===== src/rtl/adc_seq_pkg.sv =====
package adc_seq_pkg;
  localparam int NMOD   = 5;
  localparam int M_CORE = 0;
  localparam int M_PGA  = 1;
  localparam int M_REF  = 2;
  localparam int M_TEMP = 3;
  localparam int M_DAC  = 4;

  typedef enum logic [1:0] {ST_IDLE, ST_INIT, ST_SAMP, ST_CONV} seqState_t;

  typedef struct packed {
    logic ldInit;
    logic ldSamp;
    logic ldConv;
    logic dec;
  } ctlStrb_t;
endpackage


===== src/rtl/seq_timer.sv =====
module seq_timer
  import adc_seq_pkg::*;
#(
  parameter int CLK_PER_US  = 4,
  parameter bit SLOW_CLK    = 1'b0,
  parameter int SAMP_W      = 8,
  parameter int CONV_CYCLES = 13
) (
  input  logic              clk,
  input  logic              rst_n,
  input  ctlStrb_t          strb,
  input  logic [NMOD-1:0]   newSet,
  input  logic              refSw,
  input  logic [SAMP_W-1:0] sampUse,
  output logic              cntZero,
  output logic              waitZero
);
  localparam int T_CORE = SLOW_CLK ? 20 : 10 * CLK_PER_US;
  localparam int T_REF  = 60 * CLK_PER_US;
  localparam int T_RSW  = 2 * CLK_PER_US;
  localparam int T_TOP  = (T_REF > T_CORE) ? T_REF : T_CORE;
  localparam int S_TOP  = (2 ** SAMP_W) - 1;
  localparam int A_TOP  = (T_TOP > S_TOP) ? T_TOP : S_TOP;
  localparam int C_TOP  = (A_TOP > CONV_CYCLES) ? A_TOP : CONV_CYCLES;
  localparam int CNT_W  = $clog2(C_TOP + 1);

  function automatic int modTime(input int idx);
    case (idx)
      M_CORE:  return T_CORE;
      M_PGA:   return 20 * CLK_PER_US;
      M_REF:   return T_REF;
      default: return 35 * CLK_PER_US;
    endcase
  endfunction

  logic [CNT_W-1:0] cand [NMOD+1];
  logic [CNT_W-1:0] waitCyc;
  logic [CNT_W-1:0] cnt;

  for (genvar i = 0; i < NMOD; i++) begin : g_cand
    assign cand[i] = newSet[i] ? CNT_W'(modTime(i)) : '0;
  end
  assign cand[NMOD] = refSw ? CNT_W'(T_RSW) : '0;

  always_comb begin
    waitCyc = '0;
    for (int i = 0; i <= NMOD; i++)
      if (cand[i] > waitCyc) waitCyc = cand[i];
  end

  assign waitZero = (waitCyc == '0);
  assign cntZero  = (cnt == '0);

  always_ff @(posedge clk or negedge rst_n) begin
    if (!rst_n)           cnt <= '0;
    else if (strb.ldInit) cnt <= waitCyc - 1'b1;
    else if (strb.ldSamp) cnt <= CNT_W'(sampUse);
    else if (strb.ldConv) cnt <= CNT_W'(CONV_CYCLES - 1);
    else if (strb.dec)    cnt <= cnt - 1'b1;
  end


  no_underflow_chk: assert property (@(posedge clk) disable iff (!rst_n)
    strb.dec |-> !cntZero);
endmodule


===== src/rtl/seq_ctrl.sv =====
module seq_ctrl
  import adc_seq_pkg::*;
#(
  parameter int SAMP_W = 8
) (
  input  logic              clk,
  input  logic              rst_n,
  input  logic [1:0]        srcSel,
  input  logic [1:0]        refSel,
  input  logic              pgaEn,
  input  logic              lowLat,
  input  logic [SAMP_W-1:0] sampDur,
  input  logic              freeRun,
  input  logic              startReq,
  input  logic              cntZero,
  input  logic              waitZero,
  output ctlStrb_t          strb,
  output logic [NMOD-1:0]   newSet,
  output logic              refSw,
  output logic [SAMP_W-1:0] sampUse,
  output logic [NMOD-1:0]   modEn,
  output logic              busy,
  output logic              initBusy,
  output logic              sampleStrobe,
  output logic              halfEnd,
  output logic              convStrobe,
  output logic              overrun
);
  seqState_t         state, stateN;
  logic [NMOD-1:0]   pwrOn, reqSet, keepSet;
  logic [1:0]        lastRef;
  logic              pgaQ;
  logic [SAMP_W-1:0] sampQ;
  logic              convEnd, startNow, refInt;

  assign refInt = (refSel == 2'd1) || (refSel == 2'd2);

  always_comb begin
    reqSet         = '0;
    reqSet[M_CORE] = 1'b1;
    reqSet[M_PGA]  = pgaEn;
    reqSet[M_REF]  = refInt;
    reqSet[M_TEMP] = (srcSel == 2'd1);
    reqSet[M_DAC]  = (srcSel == 2'd2);
  end

  assign keepSet  = lowLat ? pwrOn : '0;
  assign newSet   = reqSet & ~keepSet;
  assign refSw    = lowLat && refInt && pwrOn[M_REF] && (refSel != lastRef);
  assign convEnd  = (state == ST_CONV) && cntZero;
  assign startNow = ((state == ST_IDLE) && startReq) || (convEnd && freeRun);
  assign sampUse  = startNow ? sampDur : sampQ;

  always_comb begin
    strb   = '0;
    stateN = state;
    if (startNow) begin
      if (waitZero) begin strb.ldSamp = 1'b1; stateN = ST_SAMP; end
      else          begin strb.ldInit = 1'b1; stateN = ST_INIT; end
    end else begin
      case (state)
        ST_INIT: if (cntZero) begin strb.ldSamp = 1'b1; stateN = ST_SAMP; end
                 else strb.dec = 1'b1;
        ST_SAMP: if (cntZero) begin strb.ldConv = 1'b1; stateN = ST_CONV; end
                 else strb.dec = 1'b1;
        ST_CONV: if (cntZero) stateN = ST_IDLE;
                 else strb.dec = 1'b1;
        default: stateN = ST_IDLE;
      endcase
    end
  end

  always_ff @(posedge clk or negedge rst_n) begin
    if (!rst_n) begin
      state   <= ST_IDLE;
      pwrOn   <= '0;
      lastRef <= '0;
      pgaQ    <= 1'b0;
      sampQ   <= '0;
      overrun <= 1'b0;
    end else begin
      state   <= stateN;
      overrun <= startReq && (state != ST_IDLE);
      if (startNow) begin
        pwrOn   <= reqSet;
        lastRef <= refSel;
        pgaQ    <= pgaEn;
        sampQ   <= sampDur;
      end else if ((convEnd || state == ST_IDLE) && !lowLat) begin
        pwrOn <= '0;
      end
    end
  end

  assign modEn        = pwrOn;
  assign busy         = (state != ST_IDLE);
  assign initBusy     = (state == ST_INIT);
  assign sampleStrobe = (state == ST_SAMP) && cntZero;
  assign convStrobe   = convEnd;
  assign halfEnd      = sampleStrobe && !pgaQ;


  init_in_busy_chk: assert property (@(posedge clk) disable iff (!rst_n)
    initBusy |-> busy);

  conv_after_samp_chk: assert property (@(posedge clk) disable iff (!rst_n)
    sampleStrobe |=> (busy && !initBusy && !sampleStrobe));

  phase_excl_chk: assert property (@(posedge clk) disable iff (!rst_n)
    $onehot0({initBusy, sampleStrobe, convStrobe}));

  power_drop_chk: assert property (@(posedge clk) disable iff (!rst_n)
    (convStrobe && !lowLat && !freeRun) |=> (modEn == '0));

  en_frozen_chk: assert property (@(posedge clk) disable iff (!rst_n)
    (busy && !convStrobe) |=> $stable(modEn));

  overrun_src_chk: assert property (@(posedge clk) disable iff (!rst_n)
    overrun |-> $past(busy));
endmodule


===== src/rtl/adc_start_seq.sv =====
module adc_start_seq
  import adc_seq_pkg::*;
#(
  parameter int CLK_PER_US  = 4,
  parameter bit SLOW_CLK    = 1'b0,
  parameter int SAMP_W      = 8,
  parameter int CONV_CYCLES = 13
) (
  input  logic              clk,
  input  logic              rst_n,
  input  logic [1:0]        srcSel,
  input  logic [1:0]        refSel,
  input  logic              pgaEn,
  input  logic              lowLat,
  input  logic [SAMP_W-1:0] sampDur,
  input  logic              freeRun,
  input  logic              startReq,
  output logic [4:0]        modEn,
  output logic              busy,
  output logic              initBusy,
  output logic              sampleStrobe,
  output logic              halfEnd,
  output logic              convStrobe,
  output logic              overrun
);
  ctlStrb_t          strb;
  logic [NMOD-1:0]   newSet;
  logic              refSw, cntZero, waitZero;
  logic [SAMP_W-1:0] sampUse;

  seq_ctrl #(.SAMP_W(SAMP_W)) ctrl_i (
    .clk(clk), .rst_n(rst_n), .srcSel(srcSel), .refSel(refSel),
    .pgaEn(pgaEn), .lowLat(lowLat), .sampDur(sampDur), .freeRun(freeRun),
    .startReq(startReq), .cntZero(cntZero), .waitZero(waitZero),
    .strb(strb), .newSet(newSet), .refSw(refSw), .sampUse(sampUse),
    .modEn(modEn), .busy(busy), .initBusy(initBusy),
    .sampleStrobe(sampleStrobe), .halfEnd(halfEnd),
    .convStrobe(convStrobe), .overrun(overrun)
  );

  seq_timer #(
    .CLK_PER_US(CLK_PER_US), .SLOW_CLK(SLOW_CLK),
    .SAMP_W(SAMP_W), .CONV_CYCLES(CONV_CYCLES)
  ) timer_i (
    .clk(clk), .rst_n(rst_n), .strb(strb), .newSet(newSet), .refSw(refSw),
    .sampUse(sampUse), .cntZero(cntZero), .waitZero(waitZero)
  );
endmodule


===== config.mk =====
export PLATFORM = sky130hd
export DESIGN_NAME = adc_start_seq
export DESIGN_NICKNAME = d
export VERILOG_FILES = /design/src/rtl/adc_seq_pkg.sv /design/src/rtl/seq_timer.sv /design/src/rtl/seq_ctrl.sv /design/src/rtl/adc_start_seq.sv
export SDC_FILE = /design/constraint.sdc
export NUM_CORES = 1
export LEC_CHECK = 0
export BUFFER_PORTS_ARGS = -buffer_cell sky130_fd_sc_hd__buf_2
export CORE_ASPECT_RATIO = 1.25
export CORE_MARGIN = 1
export CORE_UTILIZATION = 57
export CTS_CLUSTER_DIAMETER = 200
export DETAILED_ROUTE_END_ITERATION = 10
export GPL_ROUTABILITY_DRIVEN = 0
export PLACE_DENSITY = 0.75
export SYNTH_ARGS = -nofsm -noshare
export SYNTH_HDL_FRONTEND = slang
export SYNTH_HIERARCHICAL = 1
export SYNTH_SLANG_ARGS = --single-unit
export TNS_END_PERCENT = 30

===== constraint.sdc =====
create_clock -name clk -period 5.5 [get_ports clk]
set_input_delay 0.275 -clock clk [delete_from_list [all_inputs] [get_ports clk]]
set_output_delay 0.275 -clock clk [all_outputs]
set_load 0.02 [all_outputs]

### Yosys cells after proc, flatten, opt, wreduce, memory -nomap -nowiden

Cells that the tools add are included.

* add/subtract/negate cells: 2
* magnitude comparators: 6
* eq/ne operators: 11
* mux-type cells: 36
* bitwise logic cells: 2
* reductions and logical operators: 23

Operators with widths (number)
* $mux 8: 14
* $gt 8x8->1: 5
* $logic_not 8->1: 2
* $sub 8x1->8 const B: 2
* $mux 5: 3
* $mux 2: 6
* $logic_and 1x1->1: 10
* $mux 1: 9
* $ne 3x1->1 const B: 3
* $eq 2x2->1 const B: 4
* $gt 8x1->1 const B: 1
* $mux 7: 1
* $eq 2x1->1 const B: 3
* $mux 6: 1
* $pmux 2 s3: 1
* $and 5x5->5: 1
* $not 5->5: 1
* $mux 4: 1
* $reduce_bool 2->1: 2
* $reduce_bool 4->1: 1
* $logic_or 1x1->1: 3
* $reduce_and 3->1: 1
* $reduce_or 3->1: 1
* $logic_not 1->1: 2
* other kinds (2): 2

* register bits: 27
* bits of input ports: 18
* output and inout port bits: 11
* word-level logic and storage cells: 87

### Depth between registers and ports, before layout

Gate-level depths: netlist of run 1.

* word-level depth: 21
* gate-level depth with buffers: 22
* gate-level depth less buffers: 21

### Cells and area by module

Netlist of run 1, hierarchy kept.

By module, submodules not included
* seq_ctrl: instances 1, cells each 113, area each 1063.5 µm², seq. area each 475.5 µm²
* seq_timer: instances 1, cells each 119, area each 979.7 µm², seq. area each 200.2 µm²

### Worst setup path before layout of run 1

Ideal clock, no wire load.

* path type: register -> register
* start point: register ctrl_i.pwrOn[3] (netlist: ctrl_i/modEn[3])
* end point: register timer_i.cnt[5]
* arrival: 3864 ps
* data required time: 5374 ps
* path slack: 1510 ps
* stages on the path, launching flop included: 20
* path buffers: 1
* period minus slack after synthesis: 3990 ps
* cell sequence: dfrtp_1 -> a21oi_1 -> nor2_1 -> ha_1 -> and4bb_2 -> and3_4 -> o21ai_0 -> o21a_1 -> ha_1 -> a41oi_2 -> a21boi_0 -> ha_1 -> and2_1 -> nand2_1 -> nand2_1 -> clkbuf_1 -> nor2_1 -> a22oi_1 -> nor3_1 -> a311o_1

RTL lines
* from (decl): RTL line seq_ctrl.sv:30 `logic [NMOD-1:0] pwrOn, reqSet, keepSet;`
* from (signal assigned): RTL line seq_ctrl.sv:85 `pwrOn <= reqSet;`
* to (signal assigned): RTL line seq_timer.sv:56 `else if (strb.ldInit) cnt <= waitCyc - 1'b1;`
* to (signal assigned): RTL line seq_timer.sv:57 `else if (strb.ldSamp) cnt <= CNT_W'(sampUse);`
* to (signal assigned): RTL line seq_timer.sv:58 `else if (strb.ldConv) cnt <= CNT_W'(CONV_CYCLES - 1);`
* to (decl): RTL line seq_timer.sv:38 `logic [CNT_W-1:0] cnt;`

==> key figures, run 1 <==
Clock tree
  • Clk_lat worst skew: 270 ps
  • Clk sinks: 27
  • CTS tree: yes
  • Bufs on Longest Clock Path: 2
  • Setup bufs post-CTS: 0
  • Post-CTS Hold Fix Bufs: 0
  • CTS HTree Levels: 1
  • Clock root buffer: clkbuf_8
  • Post-cts sizing count: 0
  • Reg clk slew, reported paths: 100 ps
  • CTS Buf Count: 3

STA
  • Final slew viol count: 0
  • TNS Setup: 0 ps
  • Post-route setup slack: 937 ps
  • Minimum hold slack: -1.19 ps
  • RSZ-0062 raised after global routing: no
  • Clock skew: 5.75 ps
  • Slew headroom: 0.480
  • Setup violators final: 0
  • Minimum clock period: 4560 ps
  • Final-report hold violation count: 3
  • Worst-margin pin slew: 780 ps
  • Final worst path period share: 0.830
  • Fmax: 0.219 GHz

Cells and area
  • FILL cells: 293
  • # nets final: 291
  • Area Overhead vs Synth: 9.25%
  • Fin area: 2230 sq um
  • Share of layout cells above drive strength 1: 0.191
  • Most common cell after layout, fill and taps aside: nand2_1
  • Non-filler cells, final: 294
  • # diodes: 0
  • Most frequent cells in the layout: nand2_1 (48), buf_2 (28), dfrtp_1 (27)

Global routing
  • Initial antenna violation count: 0
  • GRT Total Usage: 0.248
  • GRT met3 Usage: 0.0187
  • Gr busiest metal: met2
  • GRT overflow: 0
  • Largest net degree at the start of global routing: 28
  • GR Layer Usage met1: 0.321
  • Vias in the first global route: 1,626
  • First-pass GRT wire length: 7540 um
  • Met2 Use GR: 0.440

Logic synthesis
  • Yosys cell types: 58
  • Synth Register Bits: 27
  • EDFF count, synth: 0
  • Syn nets: 265
  • YS warnings: 6
  • Ys async rst share: 1.00
  • Mapped Avg Cell Area: 8.81 sq um
  • Seq/Total Area, Yosys: 0.331
  • Mapped Cells: 232
  • Ys flop type: dfrtp_1
  • Post-Syn Area: 2040 sq um

Floorplanning
  • Initial Utilization: 0.617
  • Die Height: 68.9 um
  • Core Rows: 23
  • CORE AREA: 3310 sq um
  • Die W: 55.6 um
  • Die Footprint: 3830 sq um
  • Num ports: 29

Place
  • HPWL after DPL: 3250 um
  • Placement Cell Area: 2180 sq um
  • DP Cell Count: 290
  • DP Worst Slack: 877 ps
  • IO Port Bufs: 28

Worst setup path
  • Setup crit start kind: flop
  • Critical path arrival: 4730 ps
  • CP dominant cell by count: ha_1
  • Slowest stage delay, CP: 490 ps
  • Worst path top cell family by delay: simple AND/OR/NAND/NOR gates
  • Critical Path Slowest Stage Cell: or3_1
  • WP buf/inv: 0
  • Crit Path Max Fanout: 12
  • Critical path class: reg2reg
  • Setup crit end kind: flop
  • Cell Chain, Critical Path: a21oi_1, nor2_1, ha_1, and4bb_2, and3_4, o21ai_0, o21a_1, ha_1, a41oi_2, a21boi_0, ha_1, and2_1, nand2_1, nand2_1, or3_1, nor2_1, a31oi_1, o22a_1, o211a_1
  • Critical Path RT: 5670 ps

Routing
  • Final ANT Viol Nets: 0
  • DR WL/cell: 14.7 um
  • WL final: 4330 um
  • Drc violations: 0
  • Iter 0 DRT Violations: 61
  • 1st-pass router iterations: 4
  • Vias: 1,741
  • Via/cell ratio: 5.92

Power and ir drop
  • Power Total: 1.07 mW
  • VDD IR max: 283 uV
  • Pwr/cell area: 480 nW/um^2
  • Pleak: 1.06 nW

Status
  • Status: finished with violations
  • Failing checks: hold timing

Job
  • Maxcap violations: 0

Hold path
  • Hold WC Path Type: in2async
-- synthesized netlist by cell type (3+ instances only) --
cell | count | area share
clkbuf_1 | 3 | 0.0055
nand2b_1 | 9 | 0.028
or3_1 | 3 | 0.0092
nor2_1 | 11 | 0.020
a21oi_1 | 10 | 0.024
nand2_1 | 48 | 0.088
nor3_2 | 3 | 0.015
a221oi_1 | 3 | 0.013
nand3_1 | 4 | 0.0098
dfrtp_1 | 27 | 0.33
inv_1 | 16 | 0.029
and3_1 | 3 | 0.0092
xor2_1 | 4 | 0.017
a31oi_1 | 4 | 0.012
o2bb2ai_1 | 4 | 0.017
and2_1 | 3 | 0.0092
nor3b_1 | 3 | 0.011
buf_6 | 3 | 0.017
o21ai_0 | 8 | 0.020
ha_1 | 15 | 0.092
-- sequential cells by signal, indices dropped and copies added, names as in the netlist --
| signal | count |
|---|---|
| ctrl_i/lastRef | 2 |
| timer_i/cnt | 8 |
| ctrl_i/pgaQ | 1 |
| ctrl_i/modEn | 5 |
| ctrl_i/sampQ | 8 |
| ctrl_i/overrun | 1 |
| ctrl_i/state | 2 |
-- final timing paths --
kind,startpoint,to,slack (ps),cells past startpoint
setup / recovery,ctrl_i/modEn[2],timer_i/cnt[7],940,19
hold / removal,rst_n,ctrl_i/overrun,-1,1
setup reg to reg,ctrl_i/modEn[2],timer_i/cnt[7],940,19
hold reg to reg,ctrl_i/sampQ[3],ctrl_i/sampQ[3],470,2
max in group asynchronous,rst_n,timer_i/cnt[0],5100,1
min in group clk,sampDur[2],ctrl_i/sampQ[2],230,3
-- through the flow --
step / utilization / hold slack (ps)
final: 0.674 / -1.19
after CTS: 0.674 / 19.5
after detailed placement: 0.660 / 324
after global routing: 0.674 / 40.8
after floorplan: - / -20.6
after global placement: 0.660 / 318
-- kinds of logic after synthesis --
logic type | count (synthesis) | synth area share
buffers and inverters | 25 | 0.0594
DFF | 27 | 0.331
AOI/OAI and AO/OA | 56 | 0.224
and+or+nand+nor | 103 | 0.268
adders and majority gates | 15 | 0.0919
xor gates and xnor gates | 6 | 0.0257
-- power by group --
part	total (mW)	internal [mW]	switching, mW
clock	0.113	0.0513	0.0621
sequential	0.362	0.292	0.0703
combinational	0.595	0.248	0.347
-- area by class of cell --
| type | instances | area [sq um] | share of cell area |
|---|---|---|---|
| Inverter | 16 | 60.1 | 0.0269 |
| Clock inverter | 1 | 7.51 | 0.00336 |
| Clock buffer | 3 | 41.3 | 0.0185 |
| Sequential cell | 27 | 676 | 0.303 |
| Timing Repair Buffer | 30 | 155 | 0.0695 |
| Multi-Input combinational cell | 180 | 1250 | 0.558 |
| Tap cell | 37 | 46.3 | 0.0207 |
-- routing by layer --
metal  wire [um]  share of wire  vias to the layer above
met1        2070           0.48                      829
met2        2080           0.48                       36
met4          81          0.019                        0
met5           0              0                        -
met3         104          0.024                        8
li1            -              -                      868
Power figures use the tool's default switching activity.
==> inputs of run 2 (changes only) <==
--- a/config.mk
+++ b/config.mk
@@ -5,6 +5,7 @@
 export SDC_FILE = /design/constraint.sdc
 export NUM_CORES = 1
 export LEC_CHECK = 0
+export ABC_AREA = 1
 export BUFFER_PORTS_ARGS = -buffer_cell sky130_fd_sc_hd__buf_2
 export CORE_ASPECT_RATIO = 1.25
 export CORE_MARGIN = 1
==> constraint.sdc (replaced) <==
create_clock -name clk -period 4.5 [get_ports clk]
set_input_delay 0.225 -clock clk [delete_from_list [all_inputs] [get_ports clk]]
set_output_delay 0.225 -clock clk [all_outputs]
set_load 0.02 [all_outputs]
==> run 2 against run 1 <==
Effect of this change: the flow now finishes without violations; sequential share of layout area is 1.0 points lower; highest routed layer unchanged; sequential power is 18% higher; sequential cell count stayed put; utilization is 2.4 points higher; routed wire length is 1.1% higher; critical path depth is 6 higher; register-to-register slack worse by 630 ps; clock skew is 1.5 ps higher; via count is 6.8% higher; total power is 27% higher; hold slack better by 150 ps.
==> key figures, run 2 <==
Logic synthesis
  • Synth Register Bits: 27 (unchanged)
  • Largest cells by area after synthesis: dfrtp_1 (33%), nand2_1 (14%), ha_1 (9.2%)
  • Ys flop type: dfrtp_1
  • Adder-cell share of the synthesized area: 0.0924 (+0.000566)
  • Syn nets: 312 (+18%)
  • Commonest cells in the netlist: nand2_1 (76), inv_1 (40), dfrtp_1 (27)
  • Mapped Avg Cell Area: 7.28 sq um (-17%)
  • XOR/XNOR Fraction of Synth Area: 0.00863 (-0.0171)
  • Main combinational cell family by area after synthesis: simple AND/OR/NAND/NOR gates
  • Post-synthesis simple-gate area fraction: 0.340 (+0.0719)
  • Post-synth top area share: 0.333 (+0.00204)
  • Compound-cell area share of the yosys netlist: 0.112 (-0.112)
  • Synth area leader: dfrtp_1
  • YS warnings: 6 (unchanged)
  • Yosys cell types: 38 (-34%)
  • Mapped Cells: 279 (+20%)
  • Post-Syn Area: 2030 sq um (-0.61%)
  • Post-synthesis mux area share: 0 (unchanged)
  • Seq/Total Area, Yosys: 0.333 (+0.00204)
  • Ys async rst share: 1.00 (unchanged)
  • Most common cell in the netlist: nand2_1
  • EDFF count, synth: 0 (unchanged)

Clock tree
  • CTS tree: yes
  • Clk_lat worst skew: 280 ps (about the same)
  • Clock root buffer: clkbuf_8
  • Reg clk slew, reported paths: 100 ps (about the same)
  • Bufs on Longest Clock Path: 2 (unchanged)
  • CTS HTree Levels: 1 (unchanged)
  • Clk sinks: 27 (unchanged)
  • CTS Buf Count: 3 (unchanged)

Cells and area
  • Most frequent cells in the layout: nand2_1 (76), inv_1 (40), buf_2 (28)
  • Fin area: 2310 sq um (+3.6%)
  • # nets final: 347 (+19%)
  • Most common cell after layout, fill and taps aside: nand2_1
  • Non-filler cells, final: 350 (+19%)
  • Share of layout cells above drive strength 1: 0.236 (+0.0458)
  • FILL cells: 290 (-1.0%)
  • # diodes: 0 (unchanged)
  • Area Overhead vs Synth: 13.9%

Global routing
  • Initial antenna violation count: 0 (unchanged)
  • Largest net degree at the start of global routing: 28 (unchanged)
  • Vias in the first global route: 1,793 (+10%)
  • First-pass GRT wire length: 7500 um (-0.54%)
  • GRT Total Usage: 0.250 (+0.00225)
  • GRT overflow: 0 (unchanged)

STA
  • Worst-margin pin slew: 606 ps (-174 ps)
  • Fmax: 0.238 GHz (+8.7%)
  • Minimum clock period: 4200 ps (-366 ps)
  • Clock skew: 7.30 ps (+1.55 ps)
  • RSZ-0062 raised after global routing: no
  • Final-report hold violation count: 0 (-3)
  • TNS Setup: 0 ps (unchanged)
  • Slew headroom: 0.596 (+0.116)
  • Final slew viol count: 0 (unchanged)
  • Setup violators final: 0 (unchanged)
  • Final worst path period share: 0.933 (+0.103)

Worst setup path
  • Critical path arrival: 4360 ps (-370 ps)
  • Critical Path RT: 4670 ps (-1000 ps)
  • Setup crit end kind: flop
  • Crit Path Max Fanout: 5 (-7)
  • Setup crit start kind: flop
  • Critical path class: reg2reg

Routing
  • DR WL/cell: 12.5 um (-15%)
  • Via/cell ratio: 5.31 (-10%)
  • Max Used Layer: met4
  • Iter 0 DRT Violations: 72 (+18%)
  • Drc violations: 0 (unchanged)
  • 1st-pass router iterations: 4 (unchanged)
  • Met3 WL post-DR: 169 um (+63%)
  • Metal-1 WL: 1930 um (-6.8%)
  • Vias: 1,859 (+6.8%)
  • WL final: 4380 um (+1.1%)
  • Final ANT Viol Nets: 0 (unchanged)
  • Metal2 WL: 2190 um (+5.1%)

Power and ir drop
  • VDD IR max: 472 uV (+67%)
  • Power Total: 1.36 mW (+27%)
  • Pwr/cell area: 590 nW/um^2 (+23%)
  • Pleak: 1.31 nW (+24%)

Place
  • IO Port Bufs: 28 (unchanged)
  • DP Cell Count: 342 (+18%)
  • HPWL after DPL: 3450 um (+6.3%)
  • Placement Cell Area: 2210 sq um (+1.1%)

Floorplanning
  • Die Footprint: 3810 sq um (-0.59%)
  • Initial Utilization: 0.614 (-0.00378)
  • Core Rows: 23 (unchanged)
  • Die W: 55.4 um (-0.30%)
  • Num ports: 29 (unchanged)
  • CORE AREA: 3310 sq um (unchanged)
  • Die Height: 68.7 um (-0.30%)

Hold path
  • Hold WC Path Type: in2reg

Job
  • Maxcap violations: 0 (unchanged)

Status
  • Status: finished, final reports clean
[run 2: per-stage QoR]
stage,setup slack [ps],util,hold slack (ps)
final,303,0.699,150
after global routing,31.6,0.699,144
after CTS,69.7,0.685,147
after detailed placement,89.7,0.667,273
after global placement,275,0.667,265
after floorplan,232,-,-70.6
[run 2: routing by layer]
metal  vias to the layer above  global-route usage
met1                       846               0.293
li1                        945                   -
met5                         -                   0
met2                        58               0.482
met4                         0              0.0875
met3                        10              0.0261
[run 2: where the power goes]
part | switching, mW | internal (mW) | leakage, nW | total, mW
sequential | 0.0703 | 0.357 | 0.331 | 0.428
clock | 0.0780 | 0.0650 | 0.0261 | 0.143
combinational | 0.501 | 0.293 | 0.954 | 0.793
[run 2: what timing repair did]
item | 4_1_cts | 5_1_grt
setup buffers | 0 | 3
endpoints found under the setup margin | 0 | 8
hold endpoints to repair | 27 | 0
gates resized for setup | 0 | 7
hold buffers | 1 | 0
[run 2: critical path, cell delays in order (launching register included)]
cell and delay [ps]:
dfrtp_1 410, a211oi_1 340, nor2_1 130, ha_1 300
nand2_2 70, nor2_4 120, nand3_2 90, nand2_4 80
nand3_2 100, a21boi_4 170, ha_1 270, nand3_1 90
nand4_2 120, and2_1 190, ha_1 190, nor3b_1 160
nand2_2 70, o21ai_0 130, nor2_2 220, inv_2 90
or2_4 270, nor2_4 160, buf_4 150, a21oi_1 40
o21ai_1 80, nand2_1 60
[run 2: cell families after synthesis]
group	count (synthesis)
adder cells (fa/ha/maj)	15
AO/OA/AOI/OAI	39
flip-flops	27
XOR/XNOR	2
buffers and inverters	51
AND/OR/NAND/NOR	145
[run 2: final timing paths]
path / depth (start not counted) / endpoint / startpoint / slack, ps
setup / recovery: 25 / timer_i/cnt[2] / ctrl_i/modEn[3] / 300
hold / removal: 3 / ctrl_i/overrun / startReq / 150
setup reg to reg: 25 / timer_i/cnt[2] / ctrl_i/modEn[3] / 300
hold reg to reg: 2 / ctrl_i/sampQ[4] / ctrl_i/sampQ[4] / 480
max in group asynchronous: 2 / timer_i/cnt[5] / rst_n / 3620
min in group asynchronous: 2 / ctrl_i/overrun / rst_n / 480
[run 2: area by class of cell]
type	instances	area [sq um]	share of cell area
multi-input combinational	201	1150	0.496
sequential	27	676	0.292
inverter	46	199	0.0860
timing repair buffer	35	195	0.0844
tap	37	46.3	0.0200
clock buffer	3	41.3	0.0179
clock inverter	1	8.76	0.00379
==> inputs of run 3 (changes only) <==
--- a/config.mk
+++ b/config.mk
@@ -9,11 +9,11 @@
 export BUFFER_PORTS_ARGS = -buffer_cell sky130_fd_sc_hd__buf_2
 export CORE_ASPECT_RATIO = 1.25
 export CORE_MARGIN = 1
-export CORE_UTILIZATION = 57
+export CORE_UTILIZATION = 52
 export CTS_CLUSTER_DIAMETER = 200
 export DETAILED_ROUTE_END_ITERATION = 10
 export GPL_ROUTABILITY_DRIVEN = 0
-export PLACE_DENSITY = 0.75
+export PLACE_DENSITY = 0.72
 export SYNTH_ARGS = -nofsm -noshare
 export SYNTH_HDL_FRONTEND = slang
 export SYNTH_HIERARCHICAL = 1
==> constraint.sdc (replaced) <==
create_clock -name clk -period 3.37 [get_ports clk]
set_input_delay 0.1685 -clock clk [delete_from_list [all_inputs] [get_ports clk]]
set_output_delay 0.1685 -clock clk [all_outputs]
set_load 0.02 [all_outputs]
==> run 3 against run 2 <==
Effect of this change: via count is 8.2% higher; the flow now finishes with violations (DRC, setup timing); sequential power increased by 34%; global-route usage up 0.30 points; hold slack got worse by 49 ps; clock power up 40%; highest routed layer unchanged; die area increased by 9.3%.
==> key figures, run 3 (synthesis gave the netlist of run 2 again) <==
Clock tree
  • Reg clk slew, reported paths: 100 ps (about the same)
  • Bufs on Longest Clock Path: 2 (unchanged)
  • Clk sinks: 27 (unchanged)
  • CTS tree: yes
  • Clock root buffer: clkbuf_8
  • CTS HTree Levels: 1 (unchanged)
  • Clk_lat worst skew: 280 ps (about the same)
  • CTS Buf Count: 3 (unchanged)

STA
  • Worst-margin pin slew: 607 ps (+1.08 ps)
  • Slew headroom: 0.596 (-0.000717)
  • Setup violators final: 8 (+8)
  • Final slew viol count: 0 (unchanged)
  • Clock skew: 2.28 ps (-5.02 ps)
  • TNS Setup: -1680 ps (-1680 ps)
  • Fmax: 0.277 GHz (+16%)
  • Minimum clock period: 3610 ps (-590 ps)
  • Final worst path period share: 1.07 (+0.138)
  • Final-report hold violation count: 0 (unchanged)
  • Post-route setup slack: -237 ps (-540 ps)
  • RSZ-0062 raised after global routing: yes

Floorplanning
  • Core Rows: 25 (+8.7%)
  • Initial Utilization: 0.541 (-0.0726)
  • Num ports: 29 (unchanged)
  • CORE AREA: 3750 sq um (+13%)
  • Die W: 57.9 um (+4.5%)
  • Die Footprint: 4160 sq um (+9.3%)
  • Die Height: 71.9 um (+4.6%)

Worst setup path
  • Setup crit start kind: flop
  • Slowest stage delay, CP: 440 ps (+30 ps)
  • Setup crit end kind: flop
  • Critical path class: reg2reg
  • Crit Path Max Fanout: 7 (+2)
  • Critical path arrival: 3780 ps (-580 ps)
  • Critical Path RT: 3540 ps (-1130 ps)
  • Critical Path Slowest Stage Cell: dfrtp_2
  • CP dominant cell by count: nand2_4

Routing
  • DR WL/cell: 12.8 um (+2.3%)
  • Vias: 2,011 (+8.2%)
  • Final ANT Viol Nets: 0 (unchanged)
  • Drc violations: 5 (+5)
  • Iter 0 DRT Violations: 68 (-5.6%)
  • Via/cell ratio: 5.03 (-5.3%)
  • WL final: 5120 um (+17%)
  • 1st-pass router iterations: 9 (+5)

Place
  • Placement Cell Area: 2660 sq um (+20%)
  • HPWL after DPL: 3930 um (+14%)
  • IO Port Bufs: 28 (unchanged)
  • DP Worst Slack: -376 ps (-466 ps)

Status
  • Status: finished with violations
  • Failing checks: DRC, setup timing

Global routing
  • GRT met3 Usage: 0.0271 (+0.000956)
  • GRT overflow: 0 (unchanged)
  • Largest net degree at the start of global routing: 28 (unchanged)
  • First-pass GRT wire length: 8220 um (+9.7%)
  • GR Layer Usage met1: 0.280 (-0.0133)
  • Initial antenna violation count: 0 (unchanged)
  • Vias in the first global route: 2,002 (+12%)
  • Met2 Use GR: 0.493 (+0.0110)
  • Gr busiest metal: met2
  • GRT Total Usage: 0.253 (+0.00299)

Cells and area
  • Most common cell after layout, fill and taps aside: nand2_1
  • Fin area: 2870 sq um (+24%)
  • Most frequent cells in the layout: nand2_1 (73), buf_4 (51), inv_1 (38)
  • # nets final: 394 (+14%)
  • Layout Utilization: 0.764 (+0.0650)
  • # diodes: 0 (unchanged)
  • Area Overhead vs Synth: 41.2%
  • Share of layout cells above drive strength 1: 0.408 (+0.172)

Power and ir drop
  • Pleak: 1.57 nW (+20%)
  • VDD IR max: 446 uV (-5.6%)
  • Pwr/cell area: 732 nW/um^2 (+24%)
  • Power Total: 2.10 mW (+54%)

Job
  • Maxcap violations: 0 (unchanged)

Hold path
  • Hold WC Path Type: in2reg
run 3: timing repair:
item,in CTS,in global routing
setup buffers,3,2
gates resized for setup,7,19
hold buffers,1,0
pin swaps,16,6
cloned,0,0
setup endpoints to repair,8,8
hold endpoints to repair,27,0
run 3: area by class of cell:
class	count	area, sq um
Clock buffer	3	41.3
Clock inverter	1	8.76
Fill cell	308	887
Inverter	46	201
Multi-Input combinational cell	201	1330
Sequential cell	27	681
Tap cell	40	50.0
Timing Repair Buffer	82	556
run 3: final timing paths:
check                                   to  slack [ps]  depth (start not counted)            start
max                         timer_i/cnt[2]        -240                         25  ctrl_i/modEn[3]
min                         ctrl_i/overrun         100                          3         startReq
max reg2reg                 timer_i/cnt[2]        -240                         25  ctrl_i/modEn[3]
min reg2reg                ctrl_i/sampQ[3]         490                          2  ctrl_i/sampQ[3]
max in group asynchronous  ctrl_i/modEn[3]        2520                          2            rst_n
min in group asynchronous  ctrl_i/state[0]         410                          2            rst_n
run 3: layer usage:
layer	part of all wire	up-vias	wire length [um]
met3	0.020	9	101
met4	0.018	0	90
met1	0.42	925	2140
met5	0	-	0
met2	0.54	40	2790
li1	-	1037	-
run 3: critical path: cells and delay by family, from the launching register on:
family          cells  cell delay (ps)
flops               1              440
simple gates       13             1240
buf+inv             4              540
fa+ha+maj           2              380
compound gates      6              880
run 3: per-stage QoR:
| stage | cells | hold WS, ps |
|---|---|---|
| finish | 400 | 101 |
| global route | 400 | 82.7 |
| CTS | 398 | 83.3 |
| detailed placement | 390 | 211 |
| global placement | 390 | 211 |
| floorplan | 279 | -127 |
run 3: power by group:
part,internal (mW),switching [mW],total (mW)
clock,0.0871,0.113,0.200
combinational,0.567,0.756,1.32
sequential,0.481,0.0939,0.575
